**src/rtl/pll_pd_pkg.sv**
```systemverilog
package pll_pd_pkg;

    localparam int DIV_W    = 16;
    localparam int NUM_OUTS = 2;
    localparam int ICP_W    = 2;

    // Request state held by the phase comparator
    typedef struct packed {
        logic up;
        logic dn;
    } pd_req_t;

    // Net drive direction requested of the pump
    typedef enum logic [1:0] {
        DIR_HIZ = 2'd0,
        DIR_SRC = 2'd1,
        DIR_SNK = 2'd2
    } pump_dir_e;

    // Ratios below two cannot divide; use the smallest legal ratio
    function automatic logic [DIV_W-1:0] legal_ratio(input logic [DIV_W-1:0] r);
        return (r < DIV_W'(2)) ? DIV_W'(2) : r;
    endfunction

    // Both requests set at once cancel to no drive
    function automatic pump_dir_e req_to_dir(input pd_req_t q);
        if (q.up && !q.dn) return DIR_SRC;
        if (q.dn && !q.up) return DIR_SNK;
        return DIR_HIZ;
    endfunction

endpackage

```
**src/rtl/pll_divider.sv**
```systemverilog
module pll_divider
    import pll_pd_pkg::*;
#(
    parameter int W = DIV_W
) (
    input  logic         clk,
    input  logic         rst,
    input  logic         tick,
    input  logic [W-1:0] ratio,
    output logic         pulse
);

    logic [W-1:0] count_q;
    logic [W-1:0] active_q;
    logic         terminal;

    assign terminal = (count_q == active_q - W'(1));

    always_ff @(posedge clk) begin
        if (rst) begin
            count_q  <= '0;
            active_q <= W'(legal_ratio(DIV_W'(ratio)));
            pulse    <= 1'b0;
        end else begin
            pulse <= 1'b0;
            if (tick) begin
                if (terminal) begin
                    count_q  <= '0;
                    active_q <= W'(legal_ratio(DIV_W'(ratio)));
                    pulse    <= 1'b1;
                end else begin
                    count_q <= count_q + W'(1);
                end
            end
        end
    end

endmodule

```
**src/rtl/pll_phase_cmp.sv**
```systemverilog
module pll_phase_cmp
    import pll_pd_pkg::*;
(
    input  logic    clk,
    input  logic    rst,
    input  logic    ref_p,
    input  logic    fb_p,
    output pd_req_t req
);

    always_ff @(posedge clk) begin
        if (rst) begin
            req <= '0;
        end else if (req.up && req.dn) begin
            // Clear both; a pulse landing now starts a new request
            req.up <= ref_p;
            req.dn <= fb_p;
        end else begin
            req.up <= req.up | ref_p;
            req.dn <= req.dn | fb_p;
        end
    end

endmodule

```
**src/rtl/pll_pump_steer.sv**
```systemverilog
module pll_pump_steer
    import pll_pd_pkg::*;
#(
    parameter int NOUT = NUM_OUTS,
    localparam int SELW = (NOUT > 1) ? $clog2(NOUT) : 1
) (
    input  logic            enable,
    input  logic [SELW-1:0] select,
    input  pd_req_t         req,
    output logic [NOUT-1:0] drv_up,
    output logic [NOUT-1:0] drv_dn,
    output logic [NOUT-1:0] drv_hiz
);

    pump_dir_e dir;
    assign dir = req_to_dir(req);

    for (genvar i = 0; i < NOUT; i++) begin : g_out
        logic active;
        assign active     = enable && (select == SELW'(i));
        assign drv_up[i]  = active && (dir == DIR_SRC);
        assign drv_dn[i]  = active && (dir == DIR_SNK);
        assign drv_hiz[i] = !(drv_up[i] || drv_dn[i]);
    end

endmodule

```
**src/rtl/pll_synth_pd.sv**
```systemverilog
module pll_synth_pd
    import pll_pd_pkg::*;
(
    input  logic                clk,
    input  logic                rst,
    input  logic                ref_tick,
    input  logic                fb_tick,
    input  logic [DIV_W-1:0]    ref_ratio,
    input  logic [DIV_W-1:0]    fb_ratio,
    input  logic                cp_enable,
    input  logic                cp_select,
    input  logic [ICP_W-1:0]    cp_current,
    output logic [NUM_OUTS-1:0] pump_up,
    output logic [NUM_OUTS-1:0] pump_dn,
    output logic [NUM_OUTS-1:0] pump_hiz,
    output logic [ICP_W-1:0]    icp_code,
    output logic                ref_pulse,
    output logic                fb_pulse
);

    pd_req_t req;
    logic    pfd_up;
    logic    pfd_dn;

    pll_divider #(.W(DIV_W)) u_ref_div (
        .clk   (clk),
        .rst   (rst),
        .tick  (ref_tick),
        .ratio (ref_ratio),
        .pulse (ref_pulse)
    );

    pll_divider #(.W(DIV_W)) u_fb_div (
        .clk   (clk),
        .rst   (rst),
        .tick  (fb_tick),
        .ratio (fb_ratio),
        .pulse (fb_pulse)
    );

    pll_phase_cmp u_cmp (
        .clk   (clk),
        .rst   (rst),
        .ref_p (ref_pulse),
        .fb_p  (fb_pulse),
        .req   (req)
    );

    assign pfd_up = req.up;
    assign pfd_dn = req.dn;

    pll_pump_steer #(.NOUT(NUM_OUTS)) u_steer (
        .enable  (cp_enable),
        .select  (cp_select),
        .req     (req),
        .drv_up  (pump_up),
        .drv_dn  (pump_dn),
        .drv_hiz (pump_hiz)
    );

    assign icp_code = cp_current;

endmodule

```
**config.mk**
```make
export PLATFORM = sky130hd
export DESIGN_NAME = pll_synth_pd
export DESIGN_NICKNAME = d
export VERILOG_FILES = /design/src/rtl/pll_pd_pkg.sv /design/src/rtl/pll_divider.sv /design/src/rtl/pll_phase_cmp.sv /design/src/rtl/pll_pump_steer.sv /design/src/rtl/pll_synth_pd.sv
export SDC_FILE = /design/constraint.sdc
export NUM_CORES = 1
export LEC_CHECK = 0
export ABC_AREA = 1
export BUFFER_PORTS_ARGS = -buffer_cell sky130_fd_sc_hd__clkbuf_2
export CAP_MARGIN = 15
export CORE_MARGIN = 10
export CORE_UTILIZATION = 61
export CTS_BUF_LIST = sky130_fd_sc_hd__clkbuf_2
export DETAILED_ROUTE_END_ITERATION = 10
export GPL_ROUTABILITY_DRIVEN = 0
export PLACE_DENSITY = 0.84
export SLEW_MARGIN = 20
export SYNTH_ARGS = -nofsm -noshare
export SYNTH_HDL_FRONTEND = slang
export SYNTH_SLANG_ARGS = --single-unit
```
**constraint.sdc**
```tcl
create_clock -name clk -period 3.7 [get_ports clk]
set_input_delay 0.74 -clock clk [delete_from_list [all_inputs] [get_ports clk]]
set_output_delay 0.74 -clock clk [all_outputs]
set_load 0.01 [all_outputs]
```
Word level (Yosys, flattened, before mapping)
Index checks and enable logic that the tools add are counted.

$add $sub $neg: 4. Order comparisons: 2. Equal/unequal tests: 4. Muxes and demuxes: 20. Bitwise gates (word level): 5. Reductions and logical operators: 23.

Operators by type and width (number): 2-to-1 mux 16 bit (10); adder 16 x 1 -> 16 bit, second input constant (2); equality test 16 bit (2); < comparator 16 x 2 -> 1 bit, second input constant (2); subtractor 16 x 1 -> 16 bit, second input constant (2); 2-to-1 mux 2 bit (5); logical AND 1 bit (9); nonzero test 2 bit (4); 2-to-1 mux 1 bit (5); logical NOT 1 bit (4); AND reduction 2 bit (2); OR reduction 2 bit (2); NOT 1 bit (3); equality test 2 x 1 -> 1 bit, second input constant (1); equality test 2 bit, second input constant (1); logical OR 1 bit (2); bitwise OR 1 bit (2).

Register bits: 68. Bits of input ports: 40. Logic and storage cells: 66.

Longest topological paths before layout
Gate-level depths: netlist (run 1).

Depth in word-level cells: 10. Mapped depth: 14. Depth with buffers taken out: 14.

By module
A second synthesis (run 1) with hierarchy kept.

Cell total of the unflattened synthesis: 627. Area, all modules: 4515.6 um^2.

By module, submodules not included: pll_divider (times used 2, cells an instance 301, area an instance 2182.1 um^2, sequential area each 820.8 um^2); pll_phase_cmp (times used 1, cells an instance 10, area an instance 72.6 um^2, sequential area each 40.0 um^2); pll_pump_steer (times used 1, cells an instance 13, area an instance 63.8 um^2, sequential area each 0.0 um^2); pll_synth_pd (times used 1, cells an instance 2, area an instance 15.0 um^2, sequential area each 0.0 um^2).

Worst setup path after synthesis (run 1)
Ideal clock, no wire load.

Kind: register -> register. Start: register u_ref_div.active_q[0]. End: register u_ref_div.active_q[0] (enable). Library setup time: 411 ps. Arrival: 2680 ps. Slack: 609 ps. Stages on the path, launching flop included: 13. Buffers on the path: 0. Period minus slack after synthesis: 3091 ps. Cells stage by stage: edfxtp_1 -> inv_2 -> ha_1 -> nand2_4 -> nor2_8 -> nand2_1 -> nand2_1 -> nand2_2 -> nor2_2 -> nand3_1 -> nor2_2 -> nand2_2 -> o21ai_0.

Word-level cells in the longest chain between the ends: 4.

RTL lines: start, declared (line pll_divider.sv:14) `logic [W-1:0] active_q;`; start signal, assigned (line pll_divider.sv:22) `active_q <= W'(legal_ratio(DIV_W'(ratio)));`; start signal, assigned (line pll_divider.sv:29) `active_q <= W'(legal_ratio(DIV_W'(ratio)));`; subtractor 16 x 1 -> 16 bit (line pll_divider.sv:17) `assign terminal = (count_q == active_q - W'(1));`; equality test 16 bit (line pll_divider.sv:17); nonzero test 2 bit (no source line); AND reduction 2 bit (no source line).

Every way passes these cells. A chain may end at the register's enable or synchronous reset.

Worst setup path after layout (run 1)
Start: register u_fb_div.active_q[0]. End: register u_fb_div.active_q[15] (enable).

Word-level cells in the longest chain between the ends: 4.

RTL lines (line): start, declared (pll_divider.sv:14); start signal, assigned (pll_divider.sv:22); start signal, assigned (pll_divider.sv:29); subtractor 16 x 1 -> 16 bit (pll_divider.sv:17); equality test 16 bit (pll_divider.sv:17); nonzero test 2 bit (no source line); AND reduction 2 bit (no source line).

Every way passes these cells.

==> run_results.csv, run 1 <==
group,metric,value,unit
setup_path,critPathRequiredTime,3.95,ns
setup_path,cp_data_arrival_time,2.90,ns
die,core,7210,µm²
logic_synthesis,postSynthCellCount,595,
clocking,cts_resized,0,
timing,fin_skew,0.0300,ns
detailed_routing,drt-initial-drc-count,186,
clocking,cts_buffer_depth,2,
timing,period_needed,2.65,ns
clocking,clockRootBuffer,"clkbuf_2",
clocking,clock_latency,0.52,ns
timing,hold_viol_final,0,
setup_path,endpoint_kind,"flop",
clocking,cts_hold_buf,0,
detailed_routing,viasPerCell,5.37,
grt,grt_first_pass_wirelength,16700,µm
layout,drive_gt1_share,21.2,%
clocking,post_cts_buffers,0,
detailed_routing,post_drt_wl_per_cell,13.8,µm
timing,max-slew-margin-rel,47.2,%
die,ios,50,
die,rows,31,
detailed_routing,dr_wl_met3,440,µm
grt,grt_max_degree,17,
logic_synthesis,synth_top_area_share,21.4,%
clocking,htreeDepth,3,
detailed_routing,drc_errors,0,
clocking,cts_sinks,68,
setup_path,path_class,"reg2reg",
layout,nNetsFinal,662,
logic_synthesis,yosys_warnings,0,
pwr,p_per_area,323,nW/µm²
grt,grt_overflow_total,0,
clocking,cts_tree,"done",
die,die_h,106,µm
logic_synthesis,synth_area_leaders,"edfxtp_1, dfxtp_1, nand2_1, xor2_1, inv_1",
detailed_routing,met2WireLength,5210,µm
timing,worst_slew_pin_slew,0.789,ns
setup_path,cp_max_fo,11,
logic_synthesis,ys_seq_elements,68,
logic_synthesis,ys_seq_area_share,37.4,%
grt,grt_usage,17.8,%
timing,fmax,377,MHz
placed_design,portBuffers,45,
die,start_util,62.2,%
layout,syn2layout_area_growth,7.38,%
layout,antenna_cells,0,
grt,antenna_found_initial,0,
detailed_routing,routed_wl,9940,µm
setup_path,critPathLaunchType,"flop",
die,fp.dieArea,11200,µm²
clocking,cts_made_buffers,9,
status,status,"complete, no violations",
logic_synthesis,yosysUniqueCellTypes,34,
timing,setup_viol,0,
detailed_routing,ant_nets,0,
detailed_routing,wl_met1,4020,µm
detailed_routing,num_vias,3874,
logic_synthesis,synth_area_leader_cell,"edfxtp_1",
pwr,finalPower,1.56,mW
timing,rsz0062_at_grt,"false",
detailed_routing,highest_layer,"met4",
job,cap_violations,0,
timing,post-route-period-util,71.7,%
hold_path,hp-class,"in2reg",
clocking,path_clk_slew,0.20,ns
placed_design,dpl.hpwl,7950,µm
grt,grt_pass1_vias,3893,
die,die_x,106,µm
pwr,ir_worst_vdd,0.248,mV
logic_synthesis,syn_area,4490,µm²
detailed_routing,first_pass_iters,9,
logic_synthesis,syn-num-nets,639,
logic_synthesis,avgSynthCellArea,7.55,µm²
pwr,p_leak,1.99,nW
timing,finalMaxSlewViolations,0,
timing,tns,0,ns
## cell usage after synthesis, drive strengths merged
library cell / count
a21oi: 36
and2: 2
buf: 5
clkbuf: 30
dfxtp: 36
edfxtp: 32
ha: 4
inv: 63
nand2: 154
nand3: 44
nand3b: 12
nand4: 5
nor2: 80
nor3: 14
nor4: 5
o21a: 2
o21ai: 10
o21bai: 4
o31ai: 1
or2: 3
xnor2: 16
xor2: 37
## state kept, by name (all words and copies together), names as in the netlist
name and count:
u_fb_div.pulse 1, u_ref_div.pulse 1, u_ref_div.count_q 16, u_fb_div.active_q 16, u_cmp.req 2, u_ref_div.active_q 16
u_fb_div.count_q 16
## cell type report
cell class | instances | area (µm²)
Sequential cell | 68 | 1680
Clock buffer | 9 | 45.0
Inverter | 63 | 236
Timing Repair Buffer | 47 | 240
Tap cell | 99 | 124
Multi-Input combinational cell | 429 | 2400
Fill cell | 603 | 2390
Clock inverter | 7 | 97.6
## worst max-delay path, cell delays in order, from the launching register on
cell and delay (ns):
edfxtp_1 0.45, inv_1 0.11, ha_1 0.25, nand2_1 0.15, nor2_4 0.17, nand2_1 0.07
xor2_1 0.18, nand3_1 0.11, nor2_2 0.11, nand2_2 0.10, o21ai_1 0.39, buf_4 0.29
## path summary, 6_finish.rpt
kind                              from                      to  slack [ns]  cells past startpoint
setup reg to reg  u_fb_div.active_q[0]   u_fb_div.active_q[15]        1.05                     11
setup / recovery  u_fb_div.active_q[0]   u_fb_div.active_q[15]        1.05                     11
hold reg to reg         u_fb_div.pulse            u_cmp.req[0]        0.48                      2
hold / removal           ref_ratio[14]  u_ref_div.active_q[14]        0.40                      1
## layout by cell type (no fill, tap or decap), types with 4 or more instances in the layout
master      n
o21bai_1    4
a21oi_1    15
o21ai_0     6
nor3_1     11
nand3_1    41
nand2_1   143
edfxtp_1   32
nor2_4      5
inv_1      58
xor2_1     37
xnor2_1    16
dfxtp_1    36
clkbuf_2   54
ha_1        4
nor2_2     17
nand3b_1   12
nor2_1     57
a21oi_2    21
inv_2       5
nand4_1     5
nand2_2     8
nor4_1      5
o21ai_1     4
## cells by family (layout without fill, tap and decap cells)
logic type	count (synthesis)	after routing	synth area share (%)
AND/OR/NAND/NOR	319	319	33.9
buffers and inverters	98	126	9.17
flip-flops	68	68	37.4
AO/OA/AOI/OAI	53	53	8.05
XOR/XNOR	53	53	10.3
adder cells (fa/ha/maj)	4	4	1.11
## power by group
group / total, mW / internal (mW) / switching (mW)
logic: 0.192 / 0.0748 / 0.118
clock network: 0.514 / 0.228 / 0.287
registers: 0.851 / 0.818 / 0.0323
## per-layer routing
| metal | GRT usage [%] | up-vias |
|---|---|---|
| li1 | - | 1945 |
| met1 | 18.4 | 1782 |
| met2 | 33.4 | 117 |
| met3 | 3.41 | 30 |
| met4 | 8.70 | 0 |
| met5 | 0 | - |
## per-stage QoR
| step | instances | instance area (µm²) | hold slack (ns) | setup WS [ns] | util, % |
|---|---|---|---|---|---|
| after floorplan | 595 | 4490 | 0.468 | 0.609 | - |
| after global placement | 706 | 4680 | 0.457 | 1.17 | 64.9 |
| after detailed placement | 706 | 4680 | 0.441 | 1.07 | 64.9 |
| after CTS | 722 | 4820 | 0.372 | 1.05 | 66.8 |
| after global routing | 722 | 4820 | 0.361 | 0.779 | 66.8 |
| final | 722 | 4820 | 0.401 | 1.05 | 66.8 |
(Power assumes the default switching activity.)
==> inputs of run 2 (changes only) <==
==> constraint.sdc (replaced) <==
create_clock -name clk -period 2.6 [get_ports clk]
set_input_delay 0.52 -clock clk [delete_from_list [all_inputs] [get_ports clk]]
set_output_delay 0.52 -clock clk [all_outputs]
set_load 0.01 [all_outputs]
==> run 2 against run 1 <==
Via count shrank 0.59%. Critical path depth is the same. Combinational power grew 44%. Design area grew 0.57%. Count of clock-buffer cells in the layout is the same. Power grew 43%.
==> run_results.csv, run 2 (synthesis gave the netlist of run 1 again) <==
group,metric,value,unit
hold_path,holdPathEnd,"u_fb_div.active_q[2]",
clocking,cts_made_buffers,9,
grt,grt_overflow_total,0,
timing,worst_slew_pin_slew,0.774,ns
die,die_h,106,µm
pwr,power.internal,1.60,mW
pwr,power.switching,632,µW
clocking,cts_buffer_depth,2,
setup_path,reg2reg_to,"u_fb_div.active_q[13]",
detailed_routing,viasPerCell,5.33,
detailed_routing,drt-initial-drc-count,175,
pwr,p_leak,2.00,nW
pwr,seq_power_share,54.3,%
job,cap_violations,0,
placed_design,dpl.hpwl,7990,µm
detailed_routing,routed_wl,10100,µm
grt,antenna_found_initial,0,
die,rows,31,
setup_path,cp_slowest_cell,"edfxtp_1",
clocking,htreeDepth,3,
status,status,"complete, no violations",
pwr,p_per_area,460,nW/µm²
setup_path,r2r_setup_slack,0.22,ns
setup_path,cp_max_fo,13,
detailed_routing,first_pass_iters,5,
timing,fmax,419,MHz
layout,drive_gt1_share,21.5,%
layout,nNetsFinal,662,
pwr,clkPwrFrac,33.3,%
grt,grt_first_pass_wirelength,16600,µm
clocking,clock_latency,0.54,ns
timing,post-route-period-util,91.7,%
timing,setup_viol,0,
clocking,cts_tree,"done",
setup_path,critPathMaxStageDelay,0.46,ns
timing,max-slew-margin-rel,48.3,%
detailed_routing,num_vias,3851,
grt,grt_max_degree,17,
grt,grt_usage,17.9,%
layout,mostFrequentLayoutCells,"nand2_1, inv_1, nor2_1, clkbuf_2, nand3_1",
layout,multiInputGateArea,2410,µm²
layout,syn2layout_area_growth,8.00,%
setup_path,reg2reg_depth,11,
timing,period_needed,2.38,ns
clocking,cts_sinks,68,
die,die_x,106,µm
layout,layout_commonest_cell,"nand2_1",
die,core,7210,µm²
setup_path,endpoint_kind,"flop",
layout,seqCellArea,1680,µm²
detailed_routing,ant_nets,0,
timing,tns,0,ns
pwr,p_comb_share,12.4,%
clocking,path_clk_slew,0.21,ns
clocking,cts_hold_buf,0,
clocking,post_cts_buffers,0,
clocking,clockRootBuffer,"clkbuf_2",
setup_path,path_class,"reg2reg",
die,start_util,62.2,%
timing,hold_viol_final,0,
setup_path,critPathRequiredTime,2.89,ns
hold_path,hp-start,"fb_ratio[2]",
setup_path,path_cells,"inv_1, ha_1, nand2_1, nor2_4, nand2_1, xor2_1, nand3_1, nor2_2, nand2_2, o21ai_4, buf_12",
setup_path,cp_data_arrival_time,2.67,ns
setup_path,crit-reg2reg-launch,"u_fb_div.active_q[0]",
die,ios,50,
detailed_routing,post_drt_wl_per_cell,14.0,µm
hold_path,hp-class,"in2reg",
setup_path,path_common_cell,"nand2_1",
placed_design,portBuffers,45,
setup_path,critPathLaunchType,"flop",
detailed_routing,drc_errors,0,
layout,antenna_cells,0,
timing,rsz0062_at_grt,"false",
pwr,ir_worst_vdd,0.310,mV
timing,finalMaxSlewViolations,0,
hold_path,hold_path_depth,1,
layout,nFillCells,609,
grt,grt_pass1_vias,3772,
pwr,sw_frac_of_total,28.3,%
timing,hold-worst-slack,0.153,ns
die,fp.dieArea,11200,µm²
timing,fin_skew,0.0173,ns
## run 2: cell types whose count changed in the layout (fill, tap and decap cells not counted)
cell	before	now
o21ai_1	4	2
buf_12	0	1
buf_4	2	1
clkinv_4	2	1
inv_6	1	2
o21ai_2	0	1
o21ai_4	0	1
## run 2: power groups by stage
stage	registers, mW	clock network (mW)	logic, mW
after floorplan	1.22	0	0.217
after global placement	1.23	0	0.262
after detailed placement	1.23	0	0.273
after CTS	1.21	0.756	0.274
after global routing	1.22	0.805	0.310
final	1.21	0.743	0.277
## run 2: per-stage QoR
step                util, %  instance area (µm²)  power, mW  setup slack [ns]  cells
floorplan                 -                 4500       1.44             0.244    595
global placement       65.1                 4700       1.49             0.308    706
detailed placement     65.1                 4700       1.51             0.215    706
CTS                    67.1                 4840       2.24             0.184    722
global route           67.2                 4850       2.33            0.0163    722
finish                 67.2                 4850       2.23             0.215    722
## run 2: layout make-up
cell class | instances | area share, %
clock inverter | 7 | 2.01
tap | 99 | 2.55
timing repair buffer | 47 | 5.21
inverter | 63 | 4.88
multi-input combinational | 429 | 49.7
clock buffer | 9 | 0.929
sequential | 68 | 34.7
## run 2: metal layers
metal  vias to the layer above  share of wire (%)  track usage [%]
met4                         0                2.7             8.80
met5                         -                  0                0
met3                        21                3.8             2.86
met2                       105                 53             33.6
li1                       1935                  -                -
met1                      1790                 41             19.0
## run 2: worst max path at each step
stage	slack, ns	to	cells after the start	startpoint
3_3_place_gp	0.31	u_fb_div.active_q[9]	11	u_fb_div.active_q[0]
6_report	0.22	u_fb_div.active_q[13]	11	u_fb_div.active_q[0]
2_1_floorplan	0.24	u_ref_div.active_q[0]	12	u_ref_div.active_q[0]
5_1_grt	0.02	u_fb_div.active_q[11]	11	u_fb_div.active_q[0]
4_1_cts	0.18	u_fb_div.active_q[11]	11	u_fb_div.active_q[0]
3_5_place_dp	0.22	u_fb_div.active_q[12]	11	u_fb_div.active_q[0]
## run 2: worst max-delay path: cells and delay by family (launching register included)
kind	cells	cell delay, ns
compound gates	1	0.22
flops	1	0.46
xor+xnor	1	0.17
simple gates	6	0.75
fa+ha+maj	1	0.24
buf+inv	2	0.29
## run 2: repair_timing
item | in CTS | in global routing
setup endpoints to repair | 0 | 13
endpoints found under the hold margin | 0 | 0
gates resized for setup | 0 | 1
